[config.mk]
export PLATFORM = sky130hd
export DESIGN_NAME = uart_irq_ctrl
export DESIGN_NICKNAME = d
export VERILOG_FILES = /design/src/rtl/uirq_pkg.sv /design/src/rtl/uirq_flag_bank.sv /design/src/rtl/uirq_cfg_regs.sv /design/src/rtl/uirq_req_combine.sv /design/src/rtl/uart_irq_ctrl.sv
export SDC_FILE = /design/constraint.sdc
export NUM_CORES = 1
export LEC_CHECK = 0
export BUFFER_PORTS_ARGS = -buffer_cell sky130_fd_sc_hd__buf_2
export CAP_MARGIN = 20
export CORE_AREA = 4 4 49 51
export DETAILED_ROUTE_END_ITERATION = 10
export DIE_AREA = 0 0 53 55
export PLACE_DENSITY_LB_ADDON = 0.3
export SLEW_MARGIN = 20
export SYNTH_ARGS = -nofsm -noshare
export SYNTH_HDL_FRONTEND = slang
export SYNTH_SLANG_ARGS = --single-unit
[constraint.sdc]
create_clock -name clk -period 1 [get_ports clk]
set_clock_uncertainty 0.1 [all_clocks]
set_input_delay 0.1 -clock clk [delete_from_list [all_inputs] [get_ports clk]]
set_output_delay 0.1 -clock clk [all_outputs]
set_load 0.02 [all_outputs]
[src/rtl/uirq_pkg.sv]
package uirq_pkg;
    localparam int REG_DW      = 8;
    localparam int REG_AW      = 2;
    localparam int NUM_FLAGS   = 5;
    localparam int NUM_CLASSES = 3;
    localparam int MODE_W      = 3;

    localparam logic [REG_AW-1:0] ADDR_STAT = 2'd0;
    localparam logic [REG_AW-1:0] ADDR_EN   = 2'd1;
    localparam logic [REG_AW-1:0] ADDR_MODE = 2'd2;

    localparam int FB_TXE = 0;
    localparam int FB_RXF = 1;
    localparam int FB_PAR = 2;
    localparam int FB_FRM = 3;
    localparam int FB_OVR = 4;
    localparam int NUM_W1C = FB_FRM + 1;

    localparam int CL_TX  = 0;
    localparam int CL_RX  = 1;
    localparam int CL_ERR = 2;

    typedef logic [NUM_FLAGS-1:0]   flag_vec_t;
    typedef logic [NUM_CLASSES-1:0] class_vec_t;
    typedef logic [MODE_W-1:0]      mode_t;
endpackage

[src/rtl/uirq_flag_bank.sv]
module uirq_flag_bank
    import uirq_pkg::*;
(
    input  logic                  clk,
    input  logic                  rst_n,
    input  logic                  sw_rst,
    input  logic                  ev_tx,
    input  logic                  ev_rx,
    input  logic                  ev_par,
    input  logic                  ev_frm,
    input  logic [REG_DW-1:0]     clr_mask,
    output flag_vec_t             flags_o
);
    typedef struct packed {
        flag_vec_t flags;
    } bank_st_t;

    bank_st_t st_d, st_q;
    flag_vec_t set_vec;

    logic unused_clr;
    assign unused_clr = ^clr_mask[REG_DW-1:NUM_W1C];

    always_comb begin
        set_vec         = '0;
        set_vec[FB_TXE] = ev_tx;
        set_vec[FB_RXF] = ev_rx;
        set_vec[FB_PAR] = ev_par;
        set_vec[FB_FRM] = ev_frm;
        set_vec[FB_OVR] = ev_rx && st_q.flags[FB_RXF];
    end

    always_comb begin
        st_d = st_q;
        for (int i = 0; i < NUM_W1C; i++) begin
            if (set_vec[i])          st_d.flags[i] = 1'b1;
            else if (clr_mask[i])    st_d.flags[i] = 1'b0;
        end
        if (set_vec[FB_OVR]) st_d.flags[FB_OVR] = 1'b1;
        if (sw_rst) st_d = '0;
    end

    always_ff @(posedge clk or negedge rst_n) begin
        if (!rst_n) st_q <= '0;
        else        st_q <= st_d;
    end

    assign flags_o = st_q.flags;

    AST_TX_SETS: assert property (@(posedge clk) disable iff (!rst_n)
        (ev_tx && !sw_rst) |=> flags_o[FB_TXE]);

    AST_RX_SETS: assert property (@(posedge clk) disable iff (!rst_n)
        (ev_rx && !sw_rst) |=> flags_o[FB_RXF]);

    AST_OVR_STICKY: assert property (@(posedge clk) disable iff (!rst_n)
        (flags_o[FB_OVR] && !sw_rst) |=> flags_o[FB_OVR]);

    AST_SET_BEATS_CLEAR: assert property (@(posedge clk) disable iff (!rst_n)
        (ev_frm && clr_mask[FB_FRM] && !sw_rst) |=> flags_o[FB_FRM]);

    AST_SWRST_FLAGS: assert property (@(posedge clk) disable iff (!rst_n)
        sw_rst |=> (flags_o == '0));

    for (genvar g = 0; g < NUM_W1C; g++) begin : g_w1c_chk
        AST_W1C_CLEARS: assert property (@(posedge clk) disable iff (!rst_n)
            (clr_mask[g] && !set_vec[g]) |=> !flags_o[g]);
    end
endmodule

[src/rtl/uirq_cfg_regs.sv]
module uirq_cfg_regs
    import uirq_pkg::*;
(
    input  logic                  clk,
    input  logic                  rst_n,
    input  logic                  wr_en,
    input  logic [REG_AW-1:0]     addr,
    input  logic [REG_DW-1:0]     wdata,
    output class_vec_t            en_o,
    output mode_t                 mode_o,
    output logic                  sw_rst_o
);
    typedef struct packed {
        class_vec_t en;
        mode_t      mode;
    } cfg_st_t;

    cfg_st_t st_d, st_q;

    logic unused_wdata;
    assign unused_wdata = ^wdata[REG_DW-1:MODE_W];

    assign sw_rst_o = wr_en && (addr == ADDR_MODE) && (wdata[MODE_W-1:0] == '0);

    always_comb begin
        st_d = st_q;
        if (wr_en && addr == ADDR_EN)   st_d.en   = wdata[NUM_CLASSES-1:0];
        if (wr_en && addr == ADDR_MODE) st_d.mode = wdata[MODE_W-1:0];
        if (sw_rst_o) st_d = '0;
    end

    always_ff @(posedge clk or negedge rst_n) begin
        if (!rst_n) st_q <= '0;
        else        st_q <= st_d;
    end

    assign en_o   = st_q.en;
    assign mode_o = st_q.mode;

    AST_SWRST_EN: assert property (@(posedge clk) disable iff (!rst_n)
        sw_rst_o |=> (en_o == '0 && mode_o == '0));

    AST_EN_HOLDS: assert property (@(posedge clk) disable iff (!rst_n)
        !wr_en |=> $stable(en_o));
endmodule

[src/rtl/uirq_req_combine.sv]
module uirq_req_combine
    import uirq_pkg::*;
(
    input  flag_vec_t  flags,
    input  class_vec_t en,
    output logic       irq_o
);
    class_vec_t cls_pend;

    for (genvar c = 0; c < NUM_CLASSES; c++) begin : g_class
        if (c == CL_TX) begin : g_tx
            assign cls_pend[c] = flags[FB_TXE];
        end else if (c == CL_RX) begin : g_rx
            assign cls_pend[c] = flags[FB_RXF];
        end else begin : g_err
            assign cls_pend[c] = flags[FB_PAR] | flags[FB_FRM] | flags[FB_OVR];
        end
    end

    assign irq_o = |(cls_pend & en);

    always_comb begin
        AST_ERR_CLASS_GATED: assert ((en[CL_ERR] && (flags[FB_OVR] || flags[FB_PAR])) -> irq_o);
    end
endmodule

[src/rtl/uart_irq_ctrl.sv]
module uart_irq_ctrl
    import uirq_pkg::*;
(
    input  logic              clk,
    input  logic              rst_n,
    input  logic              ev_tx_moved,
    input  logic              ev_rx_loaded,
    input  logic              ev_parity_err,
    input  logic              ev_frame_err,
    input  logic              reg_wr,
    input  logic              reg_rd,
    input  logic [REG_AW-1:0] reg_addr,
    input  logic [REG_DW-1:0] reg_wdata,
    output logic [REG_DW-1:0] reg_rdata,
    output logic              irq_o
);
    typedef struct packed {
        logic [REG_DW-1:0] rdata;
    } top_st_t;

    top_st_t    st_d, st_q;
    flag_vec_t  flags;
    class_vec_t en;
    mode_t      mode;
    logic       sw_rst;
    logic [REG_DW-1:0] clr_mask;

    assign clr_mask = (reg_wr && reg_addr == ADDR_STAT) ? reg_wdata : '0;

    uirq_cfg_regs u_cfg (
        .clk      (clk),
        .rst_n    (rst_n),
        .wr_en    (reg_wr),
        .addr     (reg_addr),
        .wdata    (reg_wdata),
        .en_o     (en),
        .mode_o   (mode),
        .sw_rst_o (sw_rst)
    );

    uirq_flag_bank u_flags (
        .clk      (clk),
        .rst_n    (rst_n),
        .sw_rst   (sw_rst),
        .ev_tx    (ev_tx_moved),
        .ev_rx    (ev_rx_loaded),
        .ev_par   (ev_parity_err),
        .ev_frm   (ev_frame_err),
        .clr_mask (clr_mask),
        .flags_o  (flags)
    );

    uirq_req_combine u_req (
        .flags (flags),
        .en    (en),
        .irq_o (irq_o)
    );

    always_comb begin
        st_d = st_q;
        if (reg_rd) begin
            st_d.rdata = '0;
            unique case (reg_addr)
                ADDR_STAT: st_d.rdata[NUM_FLAGS-1:0]   = flags;
                ADDR_EN:   st_d.rdata[NUM_CLASSES-1:0] = en;
                ADDR_MODE: st_d.rdata[MODE_W-1:0]      = mode;
                default:   st_d.rdata                  = '0;
            endcase
        end
    end

    always_ff @(posedge clk or negedge rst_n) begin
        if (!rst_n) st_q <= '0;
        else        st_q <= st_d;
    end

    assign reg_rdata = st_q.rdata;

    AST_IRQ_DROPS_AFTER_SWRST: assert property (@(posedge clk) disable iff (!rst_n)
        sw_rst |=> !irq_o);

    AST_RDATA_HOLDS: assert property (@(posedge clk) disable iff (!rst_n)
        !reg_rd |=> $stable(reg_rdata));

    AST_NO_IRQ_WITHOUT_EN: assert property (@(posedge clk) disable iff (!rst_n)
        (en == '0) |-> !irq_o);
endmodule

# Word-level counts from Yosys, hierarchy flattened

Cells that the tools add are included.

Equal/unequal tests: 2
Muxes and demuxes: 16
Bitwise operators: 3
Reduce and logical (&&, ||, !) cells: 15

Operators by type and width:

| operator           | number |
|---|---|
| $reduce_bool 3->1  | 4 |
| $mux 1             | 9 |
| $pmux 3 s3         | 1 |
| $mux 3             | 2 |
| $mux 6             | 1 |
| $reduce_bool 2->1  | 3 |
| $logic_and 1x1->1  | 5 |
| $mux 5             | 1 |
| $mux 4             | 1 |
| $and 3x3->3        | 1 |
| $logic_not 3->1    | 1 |
| $reduce_or 3->1    | 1 |
| $eq 2x1->1 const B | 1 |
| $eq 2x2->1 const B | 1 |
| $logic_not 2->1    | 1 |
| $mux 2             | 1 |
| $or 1x1->1         | 2 |

Register bits after elaboration: 16
Input port bits: 18
Logic and storage cells: 44

# Depth between registers and ports, before layout

Word-level depth: 6
Mapped depth: 4
Mapped depth without buffers: 3

# Modules after synthesis

A second synthesis with hierarchy kept.

Cells, all modules: 77
Area total of the unflattened synthesis: 845.8 um^2

Modules (own cells, without submodules):

| module           | times used | cells an instance | area an instance (um^2) | sequential area each (um^2) |
|---|---|---|---|---|
| uart_irq_ctrl    | 1          | 37                | 359.1                   | 125.1 |
| uirq_cfg_regs    | 1          | 18                | 274.0                   | 150.1 |
| uirq_flag_bank   | 1          | 19                | 193.9                   | 125.1 |
| uirq_req_combine | 1          | 3                 | 18.8                    | 0.0 |

# Worst setup path before layout

OpenSTA, ideal clock, no wires.

Path type: register to register
Start: register u_flags.st_q (netlist bit u_flags.flags_o[1])
End: register st_q (netlist bit reg_rdata[1])
Library setup time: 82 ps
Arrival time: 810 ps
Data required time: 818 ps
Path slack: 8 ps
Stages on the path, launching flop included: 4
Buffers on the path: 0
Period minus slack after synthesis: 992 ps
Cell sequence: dfrtp_1 -> mux2i_1 -> or2_2 -> a31oi_1

Word-level cells in the longest chain between the ends: 1

RTL lines:

| what                     | line                 | text |
|---|---|---|
| start: declaration       | uirq_flag_bank.sv:18 | `bank_st_t st_d, st_q;` |
| start signal: assignment | uirq_flag_bank.sv:45 | `else st_q <= st_d;` |
| $pmux 3 s3               | uart_irq_ctrl.sv:63  | `unique case (reg_addr)` |
| end signal: assignment   | uart_irq_ctrl.sv:74  | `else st_q <= st_d;` |
| end: declaration         | uart_irq_ctrl.sv:21  | `top_st_t st_d, st_q;` |

Every way passes these cells.
A chain may end at the register's enable or synchronous reset.

# Worst setup path in the final report

Start: register u_flags.st_q (netlist bit u_flags.flags_o[4])
End: output irq_o

Word-level cells in the longest chain between the ends: 3

RTL lines:

| what             | line                   | text |
|---|---|---|
| $or 1x1->1       | uirq_req_combine.sv:16 | `assign cls_pend[c] = flags[FB_PAR] \| flags[FB_FRM] \| flags[FB_OVR];` |
| $and 3x3->3      | uirq_req_combine.sv:20 | `assign irq_o = \|(cls_pend & en);` |
| $reduce_or 3->1  | uirq_req_combine.sv:20 |  |
| end: declaration | uart_irq_ctrl.sv:15    | `output logic irq_o` |

Every way passes these cells.

==> metrics.md <==
| Metric | Value |
|---|---|
| TritonCTS clock tree | `built` |
| Multiplexer share of the synthesized area | `0.07969` |
| Remaining antenna violation count after routing | `0` |
| Final #Nets | `142` |
| Worst-path cell with the longest stage delay | `sky130_fd_sc_hd__dfrtp_1` |
| FF-to-FF path depth | `4` |
| Cell count after synthesis | `81` |
| Final-layout worst hold slack | `between 0.01 and 0.015 ns` |
| Buffers plus inverters on the worst setup path | `1` |
| Fraction of the core area covered by cells at the end of the flow | `0.6173` |
| Register clock-pin slew on the reported worst setup and hold paths | `roughly 0.10 ns` |
| Setup repair after global routing missed its margin | `true` |
| Endpoint required time on the critical path | `0.80 ns` |
| Placed cell count | `133` |
| Total CTS buffers | `3` |
| Synthesized-area fraction occupied by xor and xnor cells | `0` |
| Number of cells in the finished layout apart from fillers | `150` |
| Max-cap violations | `0` |
| Simple-gate portion of the synthesized area | `0.1969` |
| Total number of placement rows | `16` |
| Worst VDD drop | `1056 uV` |
| Sequential Area | `between 400 and 500 sq um` |
| GRT Overall Usage | `0.1590` |
| First-pass GRT wire length | `3312 um` |
| Max Slew Vio Count | `0` |
| Final worst slack | `-0.4107 ns` |
| Endpoint class of the critical path | `output pin` |
| Synthesized-area fraction occupied by adder cells | `0` |
| Timing-limited maximum frequency | `708.9 MHz` |
| Cell family with most CP delay | `flip-flops` |
| Power per standard cell area | `~1400 nW/um^2` |
| Clock Tree Buf Depth | `2` |
| Predominant post-synthesis flop cell | `sky130_fd_sc_hd__dfrtp_1` |
| Floorplan Core Area | `between 1500 and 2000 sq um` |
| Kind of path behind the tightest hold check | `input port to register` |
| Setup slack of the most critical reg-to-reg path | `-0.13 ns` |
| Top cells by area, synth | `sky130_fd_sc_hd__dfrtp_1, sky130_fd_sc_hd__nand2_1, sky130_fd_sc_hd__mux2_2` |
| Final critical path time including I/O delays and setup | `1.411 ns` |
| Area share of the largest cell type after synthesis | `0.5000` |
| First DRT Iteration DRCs | `10` |
| Layout cells sized above 1 | `0.4065` |
| Area of the die | `2915 sq um` |
| Number of clock sinks | `16` |
| Worst hold path cell count | `2` |
| Die boundary width | `53 um` |
| Endpoint of the most critical register-to-register path | `reg_rdata[2]` |
| H-tree levels | `1` |
| DRC | `0` |
| Detailed-route via count | `725` |
| Worst Path Max Fanout | `2` |
| Leading cell type by number of instances after synthesis | `sky130_fd_sc_hd__dfrtp_1` |
| Vias in the first global route | `774` |
| Status | `complete, but fails checks` |
| Placed wire-length estimate | `between 1000 and 1500 um` |
| Port Buffers | `19` |
| Antenna cell count | `0` |
| Share of async-settable or async-resettable flops after synthesis | `1.000` |
| Pin count of the biggest net entering global routing | `17` |
| Critical path type | `register to output pin` |
| Fraction of the mapped netlist area in compound gates | `0.1438` |
| Synthesized flop and latch total | `16` |
| Path length in cells of the critical path | `3` |
| Filler Cells Inserted | `182` |
| Number of flops mapped to enable cells by yosys | `0` |
| Aggregate global routing overflow | `0` |
| CTS root buf | `sky130_fd_sc_hd__clkbuf_4` |
| Hold Crit Start | `reg_wdata[0]` |
| Combinational family with the most area after synthesis | `simple AND/OR/NAND/NOR gates` |
| Synth-to-layout area growth | `49.69%` |
| Largest stage delay, worst path | `approximately 0.40 ns` |
| Area used by multi-input combinational logic | `376.6 sq um` |
| Routability-driven placement congestion ratio | `0.8715` |
| Mapped cell area | `between 800 and 900 sq um` |
| Average footprint of a synthesized cell | `9.886 sq um` |
| I/O pin total | `27` |
| Post-synth top cells | `sky130_fd_sc_hd__dfrtp_1, sky130_fd_sc_hd__nand2_1, sky130_fd_sc_hd__inv_1, sky130_fd_sc_hd__nor2_1, sky130_fd_sc_hd__o21ai_0` |
| Post-DR vias/cell | `4.833` |
| Average wire per standard cell | `13.57 um` |
| Share of the clock period used by the worst path after layout | `1.411` |
| Final setup fails | `10` |
| Unique masters post-synth | `22` |
| Pwr Total | `0.001660 W` |
| Number of warnings printed during yosys synthesis | `0` |
| Initial core utilization | `0.4124` |
| Count of endpoints failing hold in the final timing report | `0` |
| Failing checks | `negative setup slack` |
| Initial antenna violation count | `0` |
| Synth area leader | `sky130_fd_sc_hd__dfrtp_1` |
| Kind of launch point of the worst setup path | `register` |
| Height of the chip | `55 um` |
| Clk Latency, worst-skew pair | `0.29 ns` |
| Sequential share of the synthesized area | `0.5000` |
| R2R Path Start | `u_flags.flags_o[2]` |
| Detailed-route wire length | `2036 um` |
| Worst Hold Endpoint | `u_cfg.mode_o[0]` |
| Cell-by-cell listing of the critical path | `o31ai_1 -> nand2_1 -> buf_6` |
| Number of iterations in the first detailed-routing pass | `4` |
| Leakage power figure | `0.5633 nW` |
| Arr. time, crit path | `~1.2 ns` |
cell families after synthesis:
kind of cell           Yosys count
DFF                             16
AOI/OAI and AO/OA               19
and+or+nand+nor                 28
other                            1
muxes                            6
buffers and inverters           11
per-stage QoR:
| stage | instance area (sq um) | setup TNS, ns | worst slack, ns |
|---|---|---|---|
| finish | 1199 | -0.8341 | -0.4107 |
| global route | 1199 | -1.246 | -0.4721 |
| CTS | 1189 | -0.8164 | -0.3514 |
| detailed placement | 967.2 | -1.116 | -0.09428 |
| global placement | 967.2 | -0.8321 | -0.07854 |
| floorplan | 808.3 | 0 | 0.008212 |
area by class of cell:
type,instances,share of cell area
Inverter,6,0.01879
Timing Repair Buffer,41,0.2745
Sequential cell,16,0.3340
Clock buffer,4,0.03027
Multi-Input combinational cell,56,0.3142
Tap cell,27,0.02818
worst max path at each step:
stage / endpoint / from
finish: irq_o / u_flags.flags_o[4]
global route: irq_o / u_flags.flags_o[4]
CTS: irq_o / u_flags.flags_o[4]
detailed placement: u_cfg.en_o[0] / reg_addr[0]
global placement: u_cfg.en_o[0] / reg_addr[0]
floorplan: reg_rdata[1] / u_flags.flags_o[1]
layer usage:
| layer | global-route usage | vias up | share of wire |
|---|---|---|---|
| li1 | - | 357 | - |
| met1 | 0.1777 | 339 | 0.42 |
| met2 | 0.2893 | 25 | 0.51 |
| met3 | 0.03485 | 4 | 0.056 |
| met4 | 0.07234 | 0 | 0.012 |
| met5 | 0 | - | 0 |
power by group:
group / total (W) / switching, W / internal [W] / leakage [nW]
logic: 0.000445 / 0.000206 / 0.000240 / 0.362
clock network: 0.000441 / 0.000219 / 0.000222 / 0.0210
registers: 0.000774 / 0.0000525 / 0.000721 / 0.180
total: 0.00166 / 0.000477 / 0.00118 / 0.563
flip-flops by register name (all words and copies together), names as in the netlist:
name and count:
u_cfg.mode_o 3, u_flags.flags_o 5, u_cfg.en_o 3, reg_rdata 5
cells in the final DEF (no fill, tap or decap), types with 5 or more instances in the layout:
master and n:
sky130_fd_sc_hd__dlygate4sd3_1 8, sky130_fd_sc_hd__inv_1 6, sky130_fd_sc_hd__buf_6 9, sky130_fd_sc_hd__nor2_1 5, sky130_fd_sc_hd__buf_4 11, sky130_fd_sc_hd__nand2_1 12
sky130_fd_sc_hd__dfrtp_1 16, sky130_fd_sc_hd__buf_2 13
timing repair:
| action | CTS | global route |
|---|---|---|
| hold buffers | 8 | 0 |
| hold endpoints to repair | 25 | 0 |
| endpoints found under the setup margin | 9 | 12 |
| pin swaps | 5 | 4 |
| setup buffers | 6 | 2 |
| resized for setup | 20 | 7 |
Note: power is estimated with default switching activity, not from simulation.
